$ cat config.mk
export PLATFORM = sky130hd
export DESIGN_NAME = hotspot_bank_mapper
export DESIGN_NICKNAME = d
export VERILOG_FILES = /design/src/rtl/hsbm_pkg.sv /design/src/rtl/hsbm_bank_ctrl.sv /design/src/rtl/hsbm_win_decode.sv /design/src/rtl/hsbm_rom_model.sv /design/src/rtl/hotspot_bank_mapper.sv
export SDC_FILE = /design/constraint.sdc
export NUM_CORES = 1
export LEC_CHECK = 0
export ABC_CLOCK_PERIOD_IN_PS = 4700
export CORE_MARGIN = 4
export CORE_UTILIZATION = 55
export DETAILED_ROUTE_END_ITERATION = 10
export DONT_BUFFER_PORTS = 1
export PLACE_DENSITY = 0.71
export REMOVE_ABC_BUFFERS = 1
export SYNTH_ARGS = -nofsm -noshare
export SYNTH_HDL_FRONTEND = slang
export SYNTH_SLANG_ARGS = --single-unit
$ cat constraint.sdc
create_clock -name clk -period 4.7 [get_ports clk]
set_input_delay 0.235 -clock clk [delete_from_list [all_inputs] [get_ports clk]]
set_output_delay 0.235 -clock clk [all_outputs]
set_load 0.02 [all_outputs]
$ cat src/rtl/hsbm_pkg.sv
// Shared constants, the access-region type and the bank organisation table
// for the delayed hotspot bank mapper. Assumes eight 1 KB slices and four
// 1 KB segments in the cartridge window.
package hsbm_pkg;

    localparam int SLICES  = 8;
    localparam int SEGS    = 4;
    localparam int SLICE_W = $clog2(SLICES);
    localparam int SEG_W   = $clog2(SEGS);
    localparam int OFF_W   = 10;
    localparam int BANK_W  = 4;

    typedef enum logic [2:0] {
        RG_IO,
        RG_RAM_RD,
        RG_RAM_WP,
        RG_ROM,
        RG_ZERO
    } region_t;

    // Slice shown in a segment for a given organisation index.
    function automatic logic [SLICE_W-1:0] org_slice(input logic [2:0] org,
                                                     input logic [SEG_W-1:0] seg);
        logic [4*SLICE_W-1:0] row;
        case (org)
            3'd0:    row = {3'd3, 3'd1, 3'd0, 3'd0};
            3'd1:    row = {3'd3, 3'd2, 3'd1, 3'd0};
            3'd2:    row = {3'd7, 3'd6, 3'd5, 3'd4};
            3'd3:    row = {3'd3, 3'd2, 3'd4, 3'd7};
            3'd4:    row = {3'd7, 3'd6, 3'd0, 3'd0};
            3'd5:    row = {3'd6, 3'd7, 3'd1, 3'd0};
            3'd6:    row = {3'd5, 3'd4, 3'd3, 3'd2};
            default: row = {3'd1, 3'd5, 3'd0, 3'd6};
        endcase
        return row[seg*SLICE_W +: SLICE_W];
    endfunction

endpackage

$ cat src/rtl/hsbm_bank_ctrl.sv
// Bank controller: keeps a free-running cycle count, arms a pending bank on a
// hotspot read and applies it on the first read more than DELAY counts after
// the stamp. Assumes the caller qualifies rd_acc and hot with cpu_ce.
module hsbm_bank_ctrl #(
    parameter int          CNT_W     = 32,
    parameter int          DELAY     = 3,
    parameter logic [CNT_W-1:0] CNT_START = '0
) (
    input  logic       clk,
    input  logic       rst_n,
    input  logic       ce,
    input  logic       rd_acc,
    input  logic       hot,
    input  logic [3:0] hot_bank,
    output logic [2:0] org
);

    logic [CNT_W-1:0] cnt;
    logic [CNT_W-1:0] stamp;
    logic [CNT_W-1:0] elapsed;
    logic             pend_valid;
    logic [3:0]       pend_bank;
    logic [3:0]       cur_bank;
    logic [3:0]       eff_bank;
    logic             due;

    // Modular difference keeps the delay test correct across counter wrap.
    always_comb begin
        elapsed  = cnt - stamp;
        due      = rd_acc && pend_valid && (elapsed > CNT_W'(DELAY));
        eff_bank = due ? pend_bank : cur_bank;
        org      = eff_bank[2:0];
    end

    // Free-running cycle counter.
    always_ff @(posedge clk) begin
        if (!rst_n) cnt <= CNT_START;
        else if (ce) cnt <= cnt + 1'b1;
    end

    // Pending-switch and current-bank state.
    always_ff @(posedge clk) begin
        if (!rst_n) begin
            pend_valid <= 1'b0;
            pend_bank  <= '0;
            stamp      <= '0;
            cur_bank   <= '0;
        end else begin
            if (due) begin
                cur_bank   <= pend_bank;
                pend_valid <= 1'b0;
            end
            if (hot) begin
                pend_valid <= 1'b1;
                pend_bank  <= hot_bank;
                stamp      <= cnt;
            end
        end
    end

    p_reset_r1: assert property (@(posedge clk)
        !rst_n |=> (cur_bank == 4'd0 && !pend_valid));

    p_arm_r2: assert property (@(posedge clk) disable iff (!rst_n)
        hot |=> (pend_valid && pend_bank == $past(hot_bank) && stamp == $past(cnt)));

    p_hold_r3: assert property (@(posedge clk) disable iff (!rst_n)
        (rd_acc && pend_valid && (cnt - stamp) <= CNT_W'(DELAY)) |=> $stable(cur_bank));

    p_switch_needs_pending_r4: assert property (@(posedge clk) disable iff (!rst_n)
        !$stable(cur_bank) |-> ($past(pend_valid) && $past(rd_acc)));

endmodule

$ cat src/rtl/hsbm_win_decode.sv
// Window decoder: classifies an address into I/O, RAM read port, RAM write
// port, forced-zero byte or ROM, and finds the ROM slice for the segment
// from the current organisation. Purely combinational.
module hsbm_win_decode
    import hsbm_pkg::*;
(
    input  logic [12:0]        addr,
    input  logic [2:0]         org,
    output region_t            region,
    output logic [SLICE_W-1:0] slice
);

    localparam logic [OFF_W-1:0] ZERO_OFF = OFF_W'(10'h3FC);

    logic [SLICE_W-1:0] seg_slice [SEGS];
    logic [SEG_W-1:0]   seg;
    logic [OFF_W-1:0]   off;

    // One table lookup per segment.
    for (genvar s = 0; s < SEGS; s++) begin : g_seg
        assign seg_slice[s] = org_slice(org, SEG_W'(s));
    end

    // Region classification and slice selection.
    always_comb begin
        seg   = addr[11:10];
        off   = addr[9:0];
        slice = seg_slice[seg];
        if (!addr[12])                               region = RG_IO;
        else if (seg == '0 && off[9:6] == 4'd0)      region = RG_RAM_RD;
        else if (seg == '0 && off[9:6] == 4'd1)      region = RG_RAM_WP;
        else if (seg == SEG_W'(SEGS-1) && off == ZERO_OFF) region = RG_ZERO;
        else                                         region = RG_ROM;
    end

endmodule

$ cat src/rtl/hsbm_rom_model.sv
// Computed ROM model: each slice is a pattern derived from its tag byte, so
// every slice and offset can be told apart without a stored image.
module hsbm_rom_model
    import hsbm_pkg::*;
#(
    parameter logic [7:0] SLICE_TAG [SLICES] = '{8'h00, 8'h24, 8'h48, 8'h6C,
                                                8'h90, 8'hB4, 8'hD8, 8'hFC}
) (
    input  logic [SLICE_W-1:0] slice,
    input  logic [OFF_W-1:0]   off,
    output logic [7:0]         data
);

    // Pattern byte for the addressed slice and offset.
    always_comb data = SLICE_TAG[slice] ^ off[7:0] ^ {6'b0, off[9:8]};

endmodule

$ cat src/rtl/hotspot_bank_mapper.sv
// Top of the delayed hotspot bank mapper: decodes each CPU access, holds the
// 64-byte RAM and registers read data one clock after the read. Assumes at
// most one access per cpu_ce pulse.
module hotspot_bank_mapper
    import hsbm_pkg::*;
#(
    parameter int               CNT_W        = 32,
    parameter int               SWITCH_DELAY = 3,
    parameter logic [CNT_W-1:0] CNT_START    = '0,
    parameter logic [7:0]       SLICE_TAG [SLICES] = '{8'h00, 8'h24, 8'h48, 8'h6C,
                                                      8'h90, 8'hB4, 8'hD8, 8'hFC},
    parameter int               RAM_BYTES    = 64
) (
    input  logic        clk,
    input  logic        rst_n,
    input  logic        cpu_ce,
    input  logic [12:0] addr,
    input  logic        rd,
    input  logic        wr,
    input  logic [7:0]  wdata,
    output logic [7:0]  rdata,
    output logic        io_sel
);

    localparam int RAM_AW = $clog2(RAM_BYTES);

    logic               rd_acc;
    logic               hot;
    logic [2:0]         org;
    region_t            region;
    logic [SLICE_W-1:0] slice;
    logic [7:0]         rom_q;
    logic [7:0]         ram [RAM_BYTES];

    // Access qualification and the I/O answer flag.
    always_comb begin
        rd_acc = cpu_ce && rd;
        hot    = rd_acc && !addr[12] && addr[7:4] == 4'h3;
        io_sel = cpu_ce && (rd || wr) && !addr[12];
    end

    hsbm_bank_ctrl #(
        .CNT_W     (CNT_W),
        .DELAY     (SWITCH_DELAY),
        .CNT_START (CNT_START)
    ) u_ctrl (
        .clk      (clk),
        .rst_n    (rst_n),
        .ce       (cpu_ce),
        .rd_acc   (rd_acc),
        .hot      (hot),
        .hot_bank (addr[3:0]),
        .org      (org)
    );

    hsbm_win_decode u_dec (
        .addr   (addr),
        .org    (org),
        .region (region),
        .slice  (slice)
    );

    hsbm_rom_model #(
        .SLICE_TAG (SLICE_TAG)
    ) u_rom (
        .slice (slice),
        .off   (addr[9:0]),
        .data  (rom_q)
    );

    // RAM write port: any cartridge write with address bit 6 set.
    always_ff @(posedge clk) begin
        if (cpu_ce && wr && addr[12] && addr[6])
            ram[addr[RAM_AW-1:0]] <= wdata;
    end

    // Registered read data, selected by region.
    always_ff @(posedge clk) begin
        if (!rst_n) rdata <= 8'hFF;
        else if (rd_acc) begin
            case (region)
                RG_RAM_RD: rdata <= ram[addr[RAM_AW-1:0]];
                RG_ROM:    rdata <= rom_q;
                RG_ZERO:   rdata <= 8'h00;
                default:   rdata <= 8'hFF;
            endcase
        end
    end

    p_wport_read_r9: assert property (@(posedge clk) disable iff (!rst_n)
        (cpu_ce && rd && addr[12] && addr[11:6] == 6'b000001) |=> rdata == 8'hFF);

    p_forced_zero_r11: assert property (@(posedge clk) disable iff (!rst_n)
        (cpu_ce && rd && addr == 13'h1FFC) |=> rdata == 8'h00);

    p_io_read_r12: assert property (@(posedge clk) disable iff (!rst_n)
        (io_sel && rd) |=> rdata == 8'hFF);

    p_io_flag_r12: assert property (@(posedge clk) disable iff (!rst_n)
        io_sel |-> !addr[12]);

endmodule

==> impl_metrics.py, run 1 <==
metrics = {
    "layout": {
        "multiInputGateArea_um2": 7580,
        "fin_nets": 2085,
        "stdcell_count": 2656,
        "seq_area_um2": 17000,
        "fillers": 3116,
        "drive_above_1_share": 0.161,
        "postLayoutCoreUtil": 0.668,
        "synthToLayoutAreaGrowth_pct": 19.7,
        "insertedDiodeCount": 0,
        "fin_area_um2": 29600,
    },
    "worst_setup_path": {
        "worstSetupPathType": "reg -> reg",
        "cp_max_fo": 3,
        "end_kind": "register",
        "cp-start-kind": "register",
        "reg2reg_depth": 22,
        "arrival_ns": 5.35,
        "crit_required_ns": 5.20,
    },
    "floorplanning": {
        "coreArea_um2": 44300,
        "start_util": 0.558,
        "die_w_um": 220,
        "io_pins": 35,
        "die_area_um2": 48500,
        "fp-row-count": 77,
        "die_h_um": 220,
    },
    "timing": {
        "slew_viol_final": 0,
        "setup_slack_ns": -0.142,
        "setup_viol": 6,
        "grt_setup_unrepaired": "yes",
        "tightestPinTransition_ns": 1.07,
        "relSlewSlack": 0.283,
        "tns_ns": -0.491,
        "whs_ns": -0.306,
        "fin_crit_ns": 4.84,
        "max_freq_mhz": 207,
        "timing.final.crit_share": 1.03,
        "skew_ns": 0.0316,
        "hold_violations": 4,
    },
    "logic_synthesis": {
        "synth_most_common_cell": "edfxtp_1",
        "ys_types": 77,
        "synth_seq_cells": 591,
        "yosys-top-cells-count": "512 x edfxtp_1, 146 x a22oi_1, 131 x nand2_1, 108 x nor2_1, 85 x clkbuf_1",
        "synth_xor_xnor_area_share": 0.0145,
        "async_flop_share": 0,
        "synth_top_family_by_area": "compound AO/OA/AOI/OAI gates",
        "synth_compound_area_frac": 0.163,
        "ys_seq_area_frac": 0.685,
        "syn_inst": 1819,
        "synth_area_um2": 24700,
        "synthMuxAreaShare": 0.00339,
        "synth_area_leaders": "edfxtp_1 62%, dfxtp_1 6.4%, a22oi_1 4.4%",
        "synth_top_area_cell": "edfxtp_1",
        "synth-warning-count": 0,
        "synthAdderAreaFrac": 0.0190,
        "ys.flop_type": "edfxtp_1",
        "synth_top_area_frac": 0.621,
        "yosys.area_share.simple": 0.0916,
        "synth_edf_count": 512,
        "avgSynthCellArea_um2": 13.6,
    },
    "power": {
        "powerDensity_nw_per_um2": 364,
        "total_power_mw": 10.8,
        "power.static_leakage_nw": 10.0,
        "ir_drop_v": 0.000341,
    },
    "cts": {
        "htreeDepth": 2,
        "cts_inserted_buffers": 56,
        "clock_sinks": 591,
        "cts-root-buf": "clkbuf_16",
        "clk_pin_slew_ns": 0.06,
        "cts_hold_buf": 96,
        "cts_buffer_depth": 3,
        "tritoncts": "yes",
        "clock_latency_ns": 0.63,
    },
    "routing": {
        "final_antenna_net_count": 0,
        "avgRoutedWirePerCell_um": 25.4,
        "num_vias": 17200,
        "drt_wl_total_mm": 67.6,
        "route.detailed.drc": 0,
        "viasPerCell": 6.47,
        "drt_first_pass_iters": 5,
        "drtIter0Drc": 1974,
    },
    "place": {
        "dp_hpwl_mm": 40.4,
        "dpl_cell_area_um2": 26300,
        "place_inst": 2454,
        "gp_congestion": 0.870,
        "port_buffers": 0,
        "place_ws_ns": -0.338,
    },
    "global_route": {
        "grt_max_degree": 80,
        "grt_first_pass_wirelength_mm": 102,
        "antenna_found_initial": 0,
        "grt_use_total": 0.278,
        "grt-ovfl-total": 0,
        "grt_pass1_vias": 17100,
    },
    "hold_path": {
        "hold_depth": 1,
        "hold_class": "in -> reg",
    },
    "run": {
        "cap_violations": 0,
    },
    "outcome": {
        "violations": "hold timing, setup timing",
        "status": "finished, violations left",
    },
}
-- placed cells by master (no fill, tap or decap), drive strengths merged, types with 8 or more instances in the layout --
cell / instances
a22o: 56
a31oi: 61
nor2: 108
nand3: 25
o21ai: 37
nor4: 16
nand2: 132
or3: 12
ha: 36
and3: 8
and4: 11
nand4: 31
nand4b: 9
a221oi: 58
clkinv: 25
edfxtp: 512
o21a: 11
a21boi: 41
xnor2: 26
a21o: 9
and2: 34
a21oi: 55
nor3b: 9
a22oi: 146
xor2: 15
a211oi: 11
clkbuf: 66
dfxtp: 79
nand2b: 9
nor3: 13
nor2b: 11
buf: 162
dlygate4sd3: 88
inv: 49
-- layout make-up --
class | count | area share
Sequential cell | 591 | 0.573
Inverter | 49 | 0.00621
Clock inverter | 34 | 0.0136
Timing Repair Buffer | 250 | 0.0780
Tap cell | 592 | 0.0250
Clock buffer | 66 | 0.0486
Multi-Input combinational cell | 1074 | 0.256
-- repair_timing --
item                                    CTS  global route
setup buffers                             5             1
resized for setup                        41            35
pin swaps                                20            15
gates cloned                              0             0
endpoints found under the setup margin    6             6
endpoints found under the hold margin   591             4
-- worst paths after layout --
kind / start / end / slack [ns]
max: u_ctrl.stamp[1] / rdata[3] / -0.14
min: rst_n / rdata[6] / -0.31
max reg2reg: u_ctrl.stamp[1] / rdata[3] / -0.14
min reg2reg: rdata[6] / rdata[6] / 0.69
-- metal layers --
metal / GRT usage / up-vias / wire, um
met2: 0.459 / 870 / 33000
met4: 0.0986 / 0 / 2050
met5: 0 / - / 0
li1: - / 7615 / -
met1: 0.369 / 8555 / 25800
met3: 0.0594 / 138 / 6730
-- critical path, stage by stage, from the launching register on --
cell	delay, ns
dfxtp_1	0.36
inv_1	0.08
ha_1	0.31
nor2b_1	0.21
o2111ai_2	0.19
buf_4	0.20
a211oi_4	0.25
or3b_2	0.17
o211ai_1	0.12
nor4_2	0.26
buf_4	0.14
nand4_1	0.13
or3_4	0.45
nor2b_4	0.16
mux2i_2	0.17
buf_4	0.16
ha_4	0.16
or3_4	0.39
nand2b_4	0.15
and2_4	0.17
a32oi_4	0.23
xnor2_2	0.15
o221ai_1	0.11
-- report_power, final --
part	switching (mW)	leakage [nW]	internal, mW
Sequential	0.00918	5.24	5.70
Combinational	0.332	3.92	0.205
Clock	1.95	0.889	2.58
Total	2.29	10.0	8.48
-- registers in the layout, summed over array words and instances (netlist names) --
| register | count |
|---|---|
| ram | 512 |
| rdata | 8 |
| u_ctrl.cnt | 32 |
| u_ctrl.cur_bank | 3 |
| u_ctrl.pend_bank | 3 |
| u_ctrl.pend_valid | 1 |
| u_ctrl.stamp | 32 |
-- logic make-up after synthesis --
| logic type | after synthesis |
|---|---|
| DFF | 591 |
| AOI/OAI and AO/OA | 542 |
| and+or+nand+nor | 446 |
| buffers and inverters | 154 |
| xor gates and xnor gates | 41 |
| adders and majority gates | 37 |
| muxes | 8 |
No activity file was read; power rests on OpenSTA's default activity.
==> run 2: changes to the inputs <==
Settings changed: REMOVE_ABC_BUFFERS 1 to not set, SLEW_MARGIN set to 25.
==> run 2 against run 1 <==
  * Cell area shrank 1.1%
  * First-iteration DRC count grew 22%
  * Utilization shrank 0.71 points
  * Fmax grew 0.96%
  * The run ends with setup timing left
  * Largest cell class unchanged
  * Sequential power is essentially flat
  * Flip-flop and latch count is the same
  * Setup slack gained 0.046 ns
  * Critical path depth shrank 1
  * Sequential share of layout area grew 0.61 points
==> impl_metrics.py, run 2 (synthesis results as in run 1) <==
metrics = {
    "layout": {
        "fin_nets": 2043,
        "stdcell_count": 2617,
        "mostFrequentLayoutCells": "512 x edfxtp_1, 145 x a22oi_1, 131 x nand2_1",
        "largest_register_ff_count": 512,
        "synthToLayoutAreaGrowth_pct": 18.4,
        "drive_above_1_share": 0.157,
        "final_common_cell": "edfxtp_1",
    },
    "floorplanning": {
        "io_pins": 35,
        "fp-row-count": 77,
        "die_w_um": 220,
        "coreArea_um2": 44300,
        "die_h_um": 220,
        "start_util": 0.558,
        "die_area_um2": 48500,
    },
    "timing": {
        "tightestPinTransition_ns": 1.22,
        "relSlewSlack": 0.178,
        "max_freq_mhz": 208,
        "fin_crit_ns": 4.80,
        "timing.final.crit_share": 1.02,
        "tns_ns": -0.259,
        "skew_ns": 0.0268,
        "grt_setup_unrepaired": "yes",
        "hold_violations": 0,
        "setup_slack_ns": -0.0966,
        "slew_viol_final": 0,
        "setup_viol": 4,
    },
    "global_route": {
        "grt_first_pass_wirelength_mm": 102,
        "grt_max_degree": 66,
        "grt-ovfl-total": 0,
        "grt_use_total": 0.280,
        "grt_pass1_vias": 16600,
        "antenna_found_initial": 1,
    },
    "place": {
        "gp_congestion": 0.890,
        "dp_hpwl_mm": 40.6,
        "port_buffers": 0,
        "place_ws_ns": -0.188,
        "place_inst": 2434,
    },
    "worst_setup_path": {
        "cp_max_fo": 5,
        "crit_path_max_incr_delay_ns": 0.43,
        "worstSetupPathType": "reg -> reg",
        "arrival_ns": 5.29,
        "cp-start-kind": "register",
        "end_kind": "register",
        "crit_chain": "inv_2 > ha_4 > fa_2 > nor2b_4 > o2111a_2 > nor4b_4 > a211o_4 > a21bo_4 > mux2_4 > o311ai_4 > or3_4 > nor2b_4 > mux2i_2 > inv_2 > ha_4 > or3_4 > buf_6 > a22oi_2 > o32a_1 > xor2_1 > o221ai_1",
        "critPathSlowestCell": "or3_4",
        "crit_required_ns": 5.19,
    },
    "cts": {
        "clk_pin_slew_ns": 0.07,
        "htreeDepth": 2,
        "tritoncts": "yes",
        "clock_sinks": 591,
        "clock_latency_ns": 0.62,
        "cts_inserted_buffers": 57,
        "cts_buffer_depth": 3,
        "cts-root-buf": "clkbuf_16",
    },
    "run": {
        "cap_violations": 0,
    },
    "routing": {
        "avgRoutedWirePerCell_um": 26.2,
        "drtIter0Drc": 2410,
        "drt_first_pass_iters": 6,
        "drt_wl_total_mm": 68.5,
        "final_antenna_net_count": 0,
        "num_vias": 17200,
        "route.detailed.drc": 0,
        "viasPerCell": 6.59,
    },
    "logic_synthesis": {
        "synth_fp_nets": 1882,
    },
    "outcome": {
        "violations": "setup timing",
        "status": "finished, violations left",
    },
    "power": {
        "powerDensity_nw_per_um2": 368,
        "power.static_leakage_nw": 9.84,
        "ir_drop_v": 0.000376,
    },
    "hold_path": {
        "hold_class": "in -> reg",
    },
}
==> run 2: changes by cell type in the layout (fill, tap and decap cells not counted), sizes merged <==
cell / previous run / this run
clkinv: 25 / 24
diode: 0 / 1
dlygate4sd3: 88 / 63
buf: 162 / 144
clkbuf: 66 / 68
inv: 49 / 52
clkinvlp: 2 / 1
==> run 2: per-layer routing <==
metal | global-route usage | part of all wire | up-vias
li1 | - | - | 7542
met1 | 0.415 | 0.40 | 8550
met2 | 0.419 | 0.45 | 1016
met3 | 0.0666 | 0.12 | 138
met4 | 0.0781 | 0.025 | 0
met5 | 0 | 0 | -
==> run 2: through the flow <==
stage          power [mW]  cell area [um^2]  utilization  hold slack, ns
6_report             10.8             29300        0.661          0.0601
5_1_grt              11.1             29300        0.661          0.0935
4_1_cts              10.8             29100        0.656          0.0387
3_5_place_dp         6.21             26100        0.590           0.325
3_3_place_gp         6.20             26100        0.590           0.320
2_1_floorplan        6.07             24800            -           0.334
==> run 2: timing repair <==
| item | 4_1_cts | 5_1_grt |
|---|---|---|
| buffers inserted | 4 | 3 |
| cloned | 0 | 0 |
| pin swaps | 12 | 26 |
| setup endpoints to repair | 6 | 6 |
| hold buffers | 72 | 0 |
| gates resized for setup | 36 | 42 |
| hold endpoints to repair | 591 | 0 |
==> run 2: final cells by class <==
cell class / instances / area [um^2]
Antenna cell: 1 / 2.50
Clock buffer: 68 / 1470
Clock inverter: 35 / 369
Fill cell: 3115 / 15000
Inverter: 49 / 184
Multi-Input combinational cell: 1074 / 7640
Sequential cell: 591 / 17000
Tap cell: 592 / 741
Timing Repair Buffer: 207 / 1940
==> run 2: power by group <==
group          switching (mW)  total (mW)  internal, mW  leakage [nW]
registers             0.00949        5.71          5.70          5.24
logic                   0.338       0.535         0.197          3.70
clock network            1.95        4.55          2.61         0.900
total                    2.29        10.8          8.51          9.84
==> run 2: final timing paths <==
kind	startpoint	cells past startpoint	slack, ns	to
max reg2reg	u_ctrl.cnt[0]	21	-0.1	rdata[7]
min	addr[12]	3	0.06	rdata[4]
max	u_ctrl.cnt[0]	21	-0.1	rdata[7]
min reg2reg	u_ctrl.stamp[4]	2	0.46	u_ctrl.stamp[4]
==> run 2: critical path, delay by kind of cell (launching register included) <==
family                   cells  cell delay [ns]
AO/OA/AOI/OAI                7             1.49
XOR/XNOR                     1             0.19
adder cells (fa/ha/maj)      3             0.73
buffers and inverters        3             0.27
flip-flops                   1             0.34
multiplexers                 2             0.46
AND/OR/NAND/NOR              5             1.20
